## src/rtl/dtc_pkg.sv

```systemverilog
package dtc_pkg;

   typedef enum logic [1:0] {
      RG_BACK   = 2'd0,
      RG_ACTIVE = 2'd1,
      RG_FRONT  = 2'd2
   } region_e;

   typedef enum logic [1:0] {
      REQ_INT  = 2'd0,
      REQ_EXT  = 2'd1,
      REQ_NONE = 2'd2
   } mode_req_e;

   localparam logic [1:0] DM_INTERNAL = 2'b00;
   localparam logic [1:0] DM_EXTSYNC  = 2'b01;

   // only two field combinations form a valid request
   function automatic mode_req_e decode_mode(input logic [1:0] dm, input logic rm);
      if (dm == DM_EXTSYNC && rm)
         return REQ_EXT;
      else if (dm == DM_INTERNAL && !rm)
         return REQ_INT;
      else
         return REQ_NONE;
   endfunction

endpackage

```

## src/rtl/dtc_sync_edge.sv

```systemverilog
module dtc_sync_edge #(
   parameter int STAGES    = 2,
   parameter bit RST_LEVEL = 1'b1,
   parameter bit FALLING   = 1'b1
) (
   input  logic clk,
   input  logic rst_n,
   input  logic async_in,
   output logic edge_p
);

   if (STAGES < 2) begin : g_chk_stages
      $error("dtc_sync_edge: STAGES must be at least 2");
   end

   logic [STAGES-1:0] sh;
   logic              prev;

   always_ff @(posedge clk or negedge rst_n) begin
      if (!rst_n) begin
         sh   <= {STAGES{RST_LEVEL}};
         prev <= RST_LEVEL;
      end else begin
         sh   <= {sh[STAGES-2:0], async_in};
         prev <= sh[STAGES-1];
      end
   end

   if (FALLING) begin : g_fall
      assign edge_p = prev & ~sh[STAGES-1];
   end else begin : g_rise
      assign edge_p = ~prev & sh[STAGES-1];
   end

endmodule

```

## src/rtl/dtc_int_timer.sv

```systemverilog
module dtc_int_timer #(
   parameter int LINE_TICKS = 4
) (
   input  logic clk,
   input  logic rst_n,
   input  logic run,
   input  logic tick,
   output logic line_end
);

   localparam int TW = (LINE_TICKS > 1) ? $clog2(LINE_TICKS) : 1;
   localparam logic [TW-1:0] LAST = TW'(LINE_TICKS - 1);

   if (LINE_TICKS < 2) begin : g_chk_ticks
      $error("dtc_int_timer: LINE_TICKS must be at least 2");
   end

   logic [TW-1:0] tcnt;

   always_ff @(posedge clk or negedge rst_n) begin
      if (!rst_n)
         tcnt <= '0;
      else if (!run)
         tcnt <= '0;
      else if (tick)
         tcnt <= (tcnt == LAST) ? '0 : tcnt + TW'(1);
   end

   assign line_end = run & tick & (tcnt == LAST);

endmodule

```

## src/rtl/dtc_line_region.sv

```systemverilog
module dtc_line_region
   import dtc_pkg::*;
#(
   parameter int BACK_LINES = 2,
   parameter int ACT_LINES  = 4,
   parameter int LIMIT      = 7,
   parameter int IDLE       = 0,
   parameter int CW         = 4
) (
   input  logic       clk,
   input  logic       rst_n,
   input  logic       clr,
   input  logic       restart,
   input  logic       advance,
   output logic [1:0] region,
   output logic       at_limit
);

   localparam logic [CW-1:0] LIM_V  = CW'(LIMIT);
   localparam logic [CW-1:0] IDLE_V = CW'(IDLE);
   localparam logic [CW-1:0] ACT_LO = CW'(BACK_LINES);
   localparam logic [CW-1:0] ACT_HI = CW'(BACK_LINES + ACT_LINES);

   if (LIMIT >= (1 << CW) || IDLE > LIMIT) begin : g_chk_range
      $error("dtc_line_region: LIMIT or IDLE does not fit the counter");
   end

   logic [CW-1:0] lcnt;

   always_ff @(posedge clk or negedge rst_n) begin
      if (!rst_n)
         lcnt <= IDLE_V;
      else if (clr)
         lcnt <= IDLE_V;
      else if (restart)
         lcnt <= '0;
      else if (advance && lcnt != LIM_V)
         lcnt <= lcnt + CW'(1);
   end

   always_comb begin
      if (lcnt < ACT_LO)
         region = RG_BACK;
      else if (lcnt < ACT_HI)
         region = RG_ACTIVE;
      else
         region = RG_FRONT;
   end

   assign at_limit = (lcnt == LIM_V);

endmodule

```

## src/rtl/disp_timing_ctrl.sv

```systemverilog
module disp_timing_ctrl
   import dtc_pkg::*;
#(
   parameter int AW          = 17,
   parameter int LINE_TICKS  = 4,
   parameter int BP_LINES    = 2,
   parameter int ACT_LINES   = 4,
   parameter int FP_LINES    = 2,
   parameter int SYNC_STAGES = 2
) (
   input  logic          clk,
   input  logic          rst_n,
   input  logic          cfg_mode_we,
   input  logic [1:0]    cfg_dm,
   input  logic          cfg_rm,
   input  logic          cfg_addr_we,
   input  logic [AW-1:0] cfg_addr,
   input  logic          cfg_partial,
   input  logic          cfg_scroll,
   input  logic          osc_tick,
   input  logic          vsync_n,
   input  logic          hsync_n,
   input  logic          dotclk,
   input  logic          bus_req,
   output logic          src_rgb,
   output logic          frame_strobe,
   output logic          line_strobe,
   output logic [1:0]    region,
   output logic [AW-1:0] ram_addr,
   output logic          partial_on,
   output logic          scroll_on,
   output logic          bus_grant,
   output logic          bus_reject
);

   localparam int FRAME_LINES = BP_LINES + ACT_LINES + FP_LINES;
   localparam int LCW         = $clog2(FRAME_LINES + 1);
   localparam int EXT_IDLE    = BP_LINES + ACT_LINES;
   localparam int NSYNC       = 3;
   // bit 0 vertical sync, bit 1 horizontal sync, bit 2 dot clock
   localparam logic [NSYNC-1:0] SYNC_RST  = 3'b011;
   localparam logic [NSYNC-1:0] SYNC_FALL = 3'b011;

   if (AW < 1 || AW > 32) begin : g_chk_aw
      $error("disp_timing_ctrl: AW must lie in 1..32");
   end
   if (BP_LINES < 1 || ACT_LINES < 1 || FP_LINES < 1) begin : g_chk_lines
      $error("disp_timing_ctrl: each vertical region needs at least one line");
   end

   // ---------------- external sync capture ----------------
   logic [NSYNC-1:0] sync_raw;
   logic [NSYNC-1:0] sync_ev;

   assign sync_raw = {dotclk, hsync_n, vsync_n};

   for (genvar g = 0; g < NSYNC; g++) begin : g_sync
      dtc_sync_edge #(
         .STAGES   (SYNC_STAGES),
         .RST_LEVEL(SYNC_RST[g]),
         .FALLING  (SYNC_FALL[g])
      ) u_sync (
         .clk     (clk),
         .rst_n   (rst_n),
         .async_in(sync_raw[g]),
         .edge_p  (sync_ev[g])
      );
   end

   logic vs_fall, hs_fall, dot_rise;
   assign vs_fall  = sync_ev[0];
   assign hs_fall  = sync_ev[1];
   assign dot_rise = sync_ev[2];

   // ---------------- mode state ----------------
   logic      mode_q;
   logic      req_q;
   mode_req_e wr_req;

   assign wr_req = decode_mode(cfg_dm, cfg_rm);

   // ---------------- internal frame generator ----------------
   logic       int_line_end;
   logic       int_at_limit;
   logic       int_frame_end;
   logic [1:0] int_region;

   dtc_int_timer #(
      .LINE_TICKS(LINE_TICKS)
   ) u_int_timer (
      .clk     (clk),
      .rst_n   (rst_n),
      .run     (~mode_q),
      .tick    (osc_tick),
      .line_end(int_line_end)
   );

   assign int_frame_end = int_line_end & int_at_limit;

   dtc_line_region #(
      .BACK_LINES(BP_LINES),
      .ACT_LINES (ACT_LINES),
      .LIMIT     (FRAME_LINES - 1),
      .IDLE      (0),
      .CW        (LCW)
   ) u_int_lines (
      .clk     (clk),
      .rst_n   (rst_n),
      .clr     (mode_q),
      .restart (int_frame_end),
      .advance (int_line_end),
      .region  (int_region),
      .at_limit(int_at_limit)
   );

   // ---------------- external frame tracker ----------------
   logic [1:0] ext_region;
   logic       ext_hold;

   dtc_line_region #(
      .BACK_LINES(BP_LINES),
      .ACT_LINES (ACT_LINES),
      .LIMIT     (EXT_IDLE),
      .IDLE      (EXT_IDLE),
      .CW        (LCW)
   ) u_ext_lines (
      .clk     (clk),
      .rst_n   (rst_n),
      .clr     (~mode_q),
      .restart (vs_fall),
      .advance (hs_fall),
      .region  (ext_region),
      .at_limit(ext_hold)
   );

   // ---------------- source selection ----------------
   logic       boundary;
   logic       line_evt;
   logic       pix_evt;
   logic [1:0] region_cur;

   assign boundary   = mode_q ? vs_fall  : int_frame_end;
   assign line_evt   = mode_q ? hs_fall  : int_line_end;
   assign pix_evt    = mode_q ? dot_rise : osc_tick;
   assign region_cur = mode_q ? (ext_hold ? RG_FRONT : ext_region) : int_region;

   // ---------------- registers ----------------
   logic [AW-1:0] start_q;
   logic [AW-1:0] addr_q;
   logic          fs_q, ls_q;

   always_ff @(posedge clk or negedge rst_n) begin
      if (!rst_n) begin
         req_q   <= 1'b0;
         mode_q  <= 1'b0;
         start_q <= '0;
         addr_q  <= '0;
         fs_q    <= 1'b0;
         ls_q    <= 1'b0;
      end else begin
         if (cfg_mode_we) begin
            case (wr_req)
               REQ_EXT: req_q <= 1'b1;
               REQ_INT: req_q <= 1'b0;
               default: req_q <= req_q;
            endcase
         end
         if (cfg_addr_we)
            start_q <= cfg_addr;
         if (boundary)
            mode_q <= req_q;
         // reload at frame start, advance on pixels in active lines
         if (boundary)
            addr_q <= start_q;
         else if (pix_evt && region_cur == RG_ACTIVE)
            addr_q <= addr_q + AW'(1);
         fs_q <= boundary;
         ls_q <= line_evt;
      end
   end

   // ---------------- outputs ----------------
   assign src_rgb      = mode_q;
   assign frame_strobe = fs_q;
   assign line_strobe  = ls_q;
   assign region       = region_cur;
   assign ram_addr     = addr_q;
   // features and bus follow the active source
   assign partial_on   = cfg_partial & ~mode_q;
   assign scroll_on    = cfg_scroll & ~mode_q;
   assign bus_grant    = bus_req & ~mode_q;
   assign bus_reject   = bus_req & mode_q;

endmodule

```

## config.mk

```make
export PLATFORM = sky130hd
export DESIGN_NAME = disp_timing_ctrl
export DESIGN_NICKNAME = d
export VERILOG_FILES = /design/src/rtl/dtc_pkg.sv /design/src/rtl/dtc_sync_edge.sv /design/src/rtl/dtc_int_timer.sv /design/src/rtl/dtc_line_region.sv /design/src/rtl/disp_timing_ctrl.sv
export SDC_FILE = /design/constraint.sdc
export NUM_CORES = 1
export LEC_CHECK = 0
export ABC_AREA = 1
export BUFFER_PORTS_ARGS = -buffer_cell sky130_fd_sc_hd__buf_2
export CAP_MARGIN = 20
export CORE_UTILIZATION = 30
export DETAILED_ROUTE_END_ITERATION = 10
export GPL_ROUTABILITY_DRIVEN = 0
export HOLD_SLACK_MARGIN = 0.08
export PLACE_DENSITY_LB_ADDON = 0.12
export RECOVER_POWER = 25
export SLEW_MARGIN = 10
export SYNTH_ARGS = -nofsm -noshare
export SYNTH_HDL_FRONTEND = slang
export SYNTH_SLANG_ARGS = --single-unit
```

## constraint.sdc

```tcl
create_clock -name clk -period 2 [get_ports clk]
set_input_delay 0.4 -clock clk [delete_from_list [all_inputs] [get_ports clk]]
set_output_delay 0.4 -clock clk [all_outputs]
set_load 0.1 [all_outputs]
```

After elaboration in Yosys (flattened, before gate mapping). Cells that the tools add are included.

Bits in registers: 57. Logic and storage cells: 82. Input bits: 31.

Muxes and demuxes: 23. $lt $le $gt $ge: 4. Add/subtract/negate cells: 4. Reductions and logical operators: 13. Equality and inequality tests: 9. Bitwise gates (word level): 14.

Operators by type and width (count): 17-bit 2-to-1 mux (2); 4-bit 2-to-1 mux (6); 2-bit 2-to-1 mux (11); 17-bit by 1-bit adder with 17-bit output (second input constant) (1); 1-bit bitwise AND (10); 4-bit by 1-bit adder with 4-bit output (second input constant) (2); 4-bit by 3-bit equality test with 1-bit output (second input constant) (2); 4-bit by 2-bit < comparator with 1-bit output (second input constant) (2); 4-bit by 3-bit < comparator with 1-bit output (second input constant) (2); 4-bit by 3-bit inequality test with 1-bit output (second input constant) (2); 2-bit by 1-bit equality test with 1-bit output (second input constant) (3); 2-bit nonzero test (3); 1-bit logical AND (5); 2-bit zero test (2); 1-bit NOT (4); 1-bit 2-to-1 mux (3); 3-bit by 2-bit inequality test with 1-bit output (second input constant) (1); 3-bit nonzero test (1); 2-bit by 1-bit adder with 2-bit output (second input constant) (1); 2-bit equality test (second input constant) (1); 1-bit case mux with 2 select lines (1); 2-bit AND reduction (1); 1-bit zero test (1).

Depth between registers and ports, before layout.
Depth in word-level cells: 9. Gate-level depth with buffers: 11.

Modules after synthesis. Synthesis repeated with hierarchy kept, for this count alone.

Cell total of the unflattened synthesis: 363. Area, all modules: 3035.4 um2.

Modules (own cells, without submodules): disp_timing_ctrl (times used 1, area an instance 2125.8 um2, seq. area each 950.9 um2, cells each 260); dtc_line_region at u_ext_lines (times used 1, area an instance 289.0 um2, seq. area each 102.6 um2, cells each 41); dtc_line_region at u_int_lines (times used 1, area an instance 254.0 um2, seq. area each 100.1 um2, cells each 35); dtc_sync_edge at g_sync[0].u_sync ... (times used 2, area an instance 88.8 um2, seq. area each 78.8 um2, cells each 5); dtc_int_timer (times used 1, area an instance 103.8 um2, seq. area each 50.0 um2, cells each 12); dtc_sync_edge at g_sync[2].u_sync (times used 1, area an instance 85.1 um2, seq. area each 75.1 um2, cells each 5).

Worst setup path after synthesis. OpenSTA, ideal clock, no wires.

Path kind: reg-to-output. From: reg mode_q, in the netlist src_rgb. To: out region[1]. Path buffers: 0. Arrival: 2761 ps. Cell stages (with the launch flop): 4. Setup slack: -1161 ps. Path through: dfrtp_1 inv_2 nor2_2 a32oi_1.

Longest elaborated chain between the ends: 1.

RTL lines: start: declaration (RTL line disp_timing_ctrl.sv:76) `logic mode_q;`; start signal: assignment (RTL line disp_timing_ctrl.sv:171) `mode_q <= req_q;`; 2-bit 2-to-1 mux (RTL line disp_timing_ctrl.sv:145) `assign region_cur = mode_q ? (ext_hold ? RG_FRONT : ext_region) : int_region;`; end: declaration (RTL line disp_timing_ctrl.sv:28) `output logic [1:0] region,`.

Every way passes these cells.

Worst setup path in the final report.
From: reg u_ext_lines.lcnt[1]. To: out region[0].

Longest elaborated chain between the ends: 5.

RTL lines: start: declaration (RTL line dtc_line_region.sv:28) `logic [CW-1:0] lcnt;`; start signal: assignment (RTL line dtc_line_region.sv:38) `lcnt <= lcnt + CW'(1);`; 4-bit by 3-bit < comparator with 1-bit output (RTL line dtc_line_region.sv:44) `else if (lcnt < ACT_HI)`; 2-bit 2-to-1 mux (RTL line dtc_line_region.sv:44); 2-bit 2-to-1 mux (RTL line dtc_line_region.sv:42) `if (lcnt < ACT_LO)`; 2-bit 2-to-1 mux * (2 in series) (RTL line disp_timing_ctrl.sv:145).

Mark *: on every way between the ends. The rest lies on a longest branch, timed or not.

==> impl_metrics.csv <==
group,metric,value,unit
outcome,status,"finished, final reports clean",
power_and_ir_drop,p_sw_frac,0.524,
setup_path,critPathMaxStageDelay,580,ps
clock_tree,clk_pin_slew_worst_paths,70,ps
synthesis,synth_edf_count,0,
detailed_routing,vias,2524,
synthesis,synth_cells,360,
clock_tree,clock_sinks,57,
timing,fin_ws,20.9,ps
final_layout,nets,472,
power_and_ir_drop,power_frac_clock,0.177,
worst_hold_path,hold_path_startpoint,"hsync_n",
final_layout,drive_gt1_frac,0.288,
power_and_ir_drop,p_leak,0.00189,uW
setup_path,path_cells,"ha_4 -> nand2_4 -> nand4_1 -> nand2_4 -> buf_12",
synthesis,yosysTopAreaCell,"dfrtp_1",
placement,place_ws,-37.3,ps
synthesis,yosys.area_share.simple,0.277,
synthesis,syn_area_per_cell,8.06,sq um
global_routing,grt_pass1_vias,2464,
floorplanning,core,0.00933,sq mm
synthesis,ys_top_cells_by_area,"dfrtp_1 42%, nand2_1 16%, dfstp_2 7.2%",
global_routing,grt_pass1_wl,11400,um
synthesis,synth_fp_nets,396,
timing,period_minus_slack,1980,ps
clock_tree,clk_latency,340,ps
setup_path,cp_data_arrival_time,1580,ps
floorplanning,io-pin-count,57,
synthesis,synth-seq-cells,57,
timing,skew,7.25,ps
power_and_ir_drop,pwr-share-seq,0.308,
synthesis,netlist_area,0.00290,sq mm
synthesis,synth.distinct_cells,29,
clock_tree,clock-root-buffer,"clkbuf_8",
final_layout,num-fill-cells,990,
flow_run,maxCapViolCount,0,
synthesis,synthAdderAreaFrac,0.0216,
power_and_ir_drop,switchingPower,2910,uW
setup_path,cp_slowest_cell,"dfstp_2",
final_layout,regArea,0.00144,sq mm
timing,rsz0062_at_grt,"true",
floorplanning,fp.dieArea,0.0101,sq mm
final_layout,instances_no_fill,570,
timing,fmax,0.505,GHz
setup_path,timing.rr.start,"u_int_lines.lcnt[0]",
setup_path,start_kind,"register",
setup_path,cp-end-kind,"output pin",
synthesis,synth_xor_area_frac,0.0211,
worst_hold_path,hold_path_class,"in -> reg",
placement,place_area,0.00347,sq mm
power_and_ir_drop,powerDensity,1480,mW/mm^2
timing,relSlewSlack,0.306,
timing,setup_violations,0,
power_and_ir_drop,p_int,2640,uW
synthesis,ys_seq_area_frac,0.495,
synthesis,yosysWarnings,0,
detailed_routing,drtPass1Iterations,4,
detailed_routing,totalWireLength,6920,um
setup_path,cp.required,1600,ps
timing,worst_pin_slew,1040,ps
clock_tree,cts_max_level,3,
power_and_ir_drop,pwr-share-comb,0.515,
timing,fin_crit_sh,0.990,
global_routing,grt_overflow,0,
global_routing,globalRouteTotalUtil,0.147,
synthesis,synth_compound_area_frac,0.0720,
final_layout,final_util,0.404,
setup_path,cp_max_fo,4,
timing,hold_viol,0,
setup_path,crit_path_start,"u_ext_lines.lcnt[1]",
global_routing,grt_max_degree,29,
final_layout,diodes,0,
detailed_routing,wl_per_cell,12.1,um
setup_path,crit_buf_inv,1,
synthesis,yosys.area.top_type_share,0.422,
synthesis,dominantRegCellSynth,"dfrtp_1",
setup_path,critPathTopFamily,"flip-flops",
clock_tree,numCtsBuffers,9,
synthesis,synth_top_family_by_area,"simple AND/OR/NAND/NOR gates",
power_and_ir_drop,ir_drop,0.000592,V
final_layout,syn2layout_area_growth,29.7,%
synthesis,synth_mux_area_frac,0.0427,
final_layout,fin_area,0.00376,sq mm
floorplanning,die_w,100,um
placement,hpwlAfterDp,5120,um
detailed_routing,vias_per_cell,4.43,
timing,drv_slew,0,
detailed_routing,drtAntennaViolNets,0,
floorplanning,initial_core_util,0.311,
final_layout,multiInputGateArea,0.00135,sq mm
global_routing,antenna_found_initial,0,
synthesis,async_flop_share,1.00,
setup_path,crit_top_cell,"nand2_4",
floorplanning,row_count,35,
clock_tree,ctsLongestPathBuffers,2,
detailed_routing,drtIter0Drc,103,
clock_tree,cts_tree,"done",
setup_path,criticalPathCategory,"reg -> out",
placement,io_buffers,56,
floorplanning,fp.dieH,100,um
placement,dp_cells,548,
detailed_routing,drc_errors,0,
-- state kept, by name, summed over array words and instances, names as in the netlist, 2 cells and up --
signal,cells
g_sync.u_sync.prev,3
u_int_timer.tcnt,2
ram_addr,17
u_int_lines.lcnt,4
g_sync.u_sync.sh,6
start_q,17
u_ext_lines.lcnt,4
-- placed cells by master (no fill, tap or decap), drive strengths merged --
cell type and n:
nand3b 2, clkbuf 15, clkinvlp 3, dlygate4sd3 1, o21a 1, nand2 126
inv 41, clkinv 3, nor3 1, a32oi 1, nand4 7, xor2 4
dfrtp 49, a21oi 6, o22ai 3, o21bai 1, xnor2 3, buf 67
mux2 11, nand3 30, dfstp 8, nor2 28, ha 5, a32o 1
o21ai 24
-- final timing paths --
kind | end | slack (ps) | cells after the start
max | region[0] | 20 | 5
min reg2reg | g_sync[0].u_sync.sh[1] | 350 | 0
max in group asynchronous | ram_addr[0] | 340 | 3
max reg2reg | ram_addr[0] | 260 | 8
min | g_sync[1].u_sync.sh[0] | 160 | 1
min in group asynchronous | u_ext_lines.lcnt[3] | 590 | 2
-- what timing repair did --
item	4_1_cts	5_1_grt
gates cloned	0	1
endpoints found under the hold margin	5	0
pin swaps	4	4
buffers inserted	2	3
gates resized for setup	9	15
setup endpoints to repair	17	17
hold buffers	1	0
-- routing by layer --
layer,up-vias,global-route usage,share of wire
li1,1305,-,-
met1,1160,0.176,0.47
met2,52,0.246,0.47
met3,7,0.0474,0.050
met4,0,0.0580,0.013
met5,-,0,0
-- power groups by stage --
stage	Combinational, uW	Sequential [uW]	Clock (uW)
after CTS	2860	1710	1030
after global placement	2810	1730	0
after floorplan	1170	2720	0
after detailed placement	2820	1740	0
final	2860	1710	981
after global routing	3060	1760	1070
-- cell usage after synthesis (2+ instances only) --
library cell,instances
xor2_1,4
ha_1,5
inv_1,40
dfstp_2,8
nand4_1,7
nand3b_1,2
buf_4,2
dfrtp_1,49
nand2_1,124
a21oi_1,4
clkbuf_1,3
nand2_2,2
mux2_2,11
inv_2,2
nand3_1,29
nor2_1,27
buf_2,2
o22ai_1,3
xnor2_1,3
o21ai_0,24
-- logic make-up after synthesis --
group,count (synthesis)
buffers and inverters,50
AO/OA/AOI/OAI,36
AND/OR/NAND/NOR,194
flip-flops,57
adder cells (fa/ha/maj),5
XOR/XNOR,7
multiplexers,11
-- per-stage QoR --
stage / setup TNS [ps] / total power, uW / hold WS, ps
finish: 0 / 5550 / 159
global route: -63.0 / 5890 / 131
CTS: -58.6 / 5600 / 134
detailed placement: -275 / 4550 / 306
global placement: 0 / 4540 / 307
floorplan: -370 / 3890 / 104
-- cell type report --
type / instances / area share
Tap cell: 129 / 0.0429
Inverter: 42 / 0.0435
Clock inverter: 5 / 0.00798
Multi-Input combinational cell: 254 / 0.359
Sequential cell: 57 / 0.383
Clock buffer: 11 / 0.0402
Timing Repair Buffer: 72 / 0.123
Power figures use the tool's default switching activity.
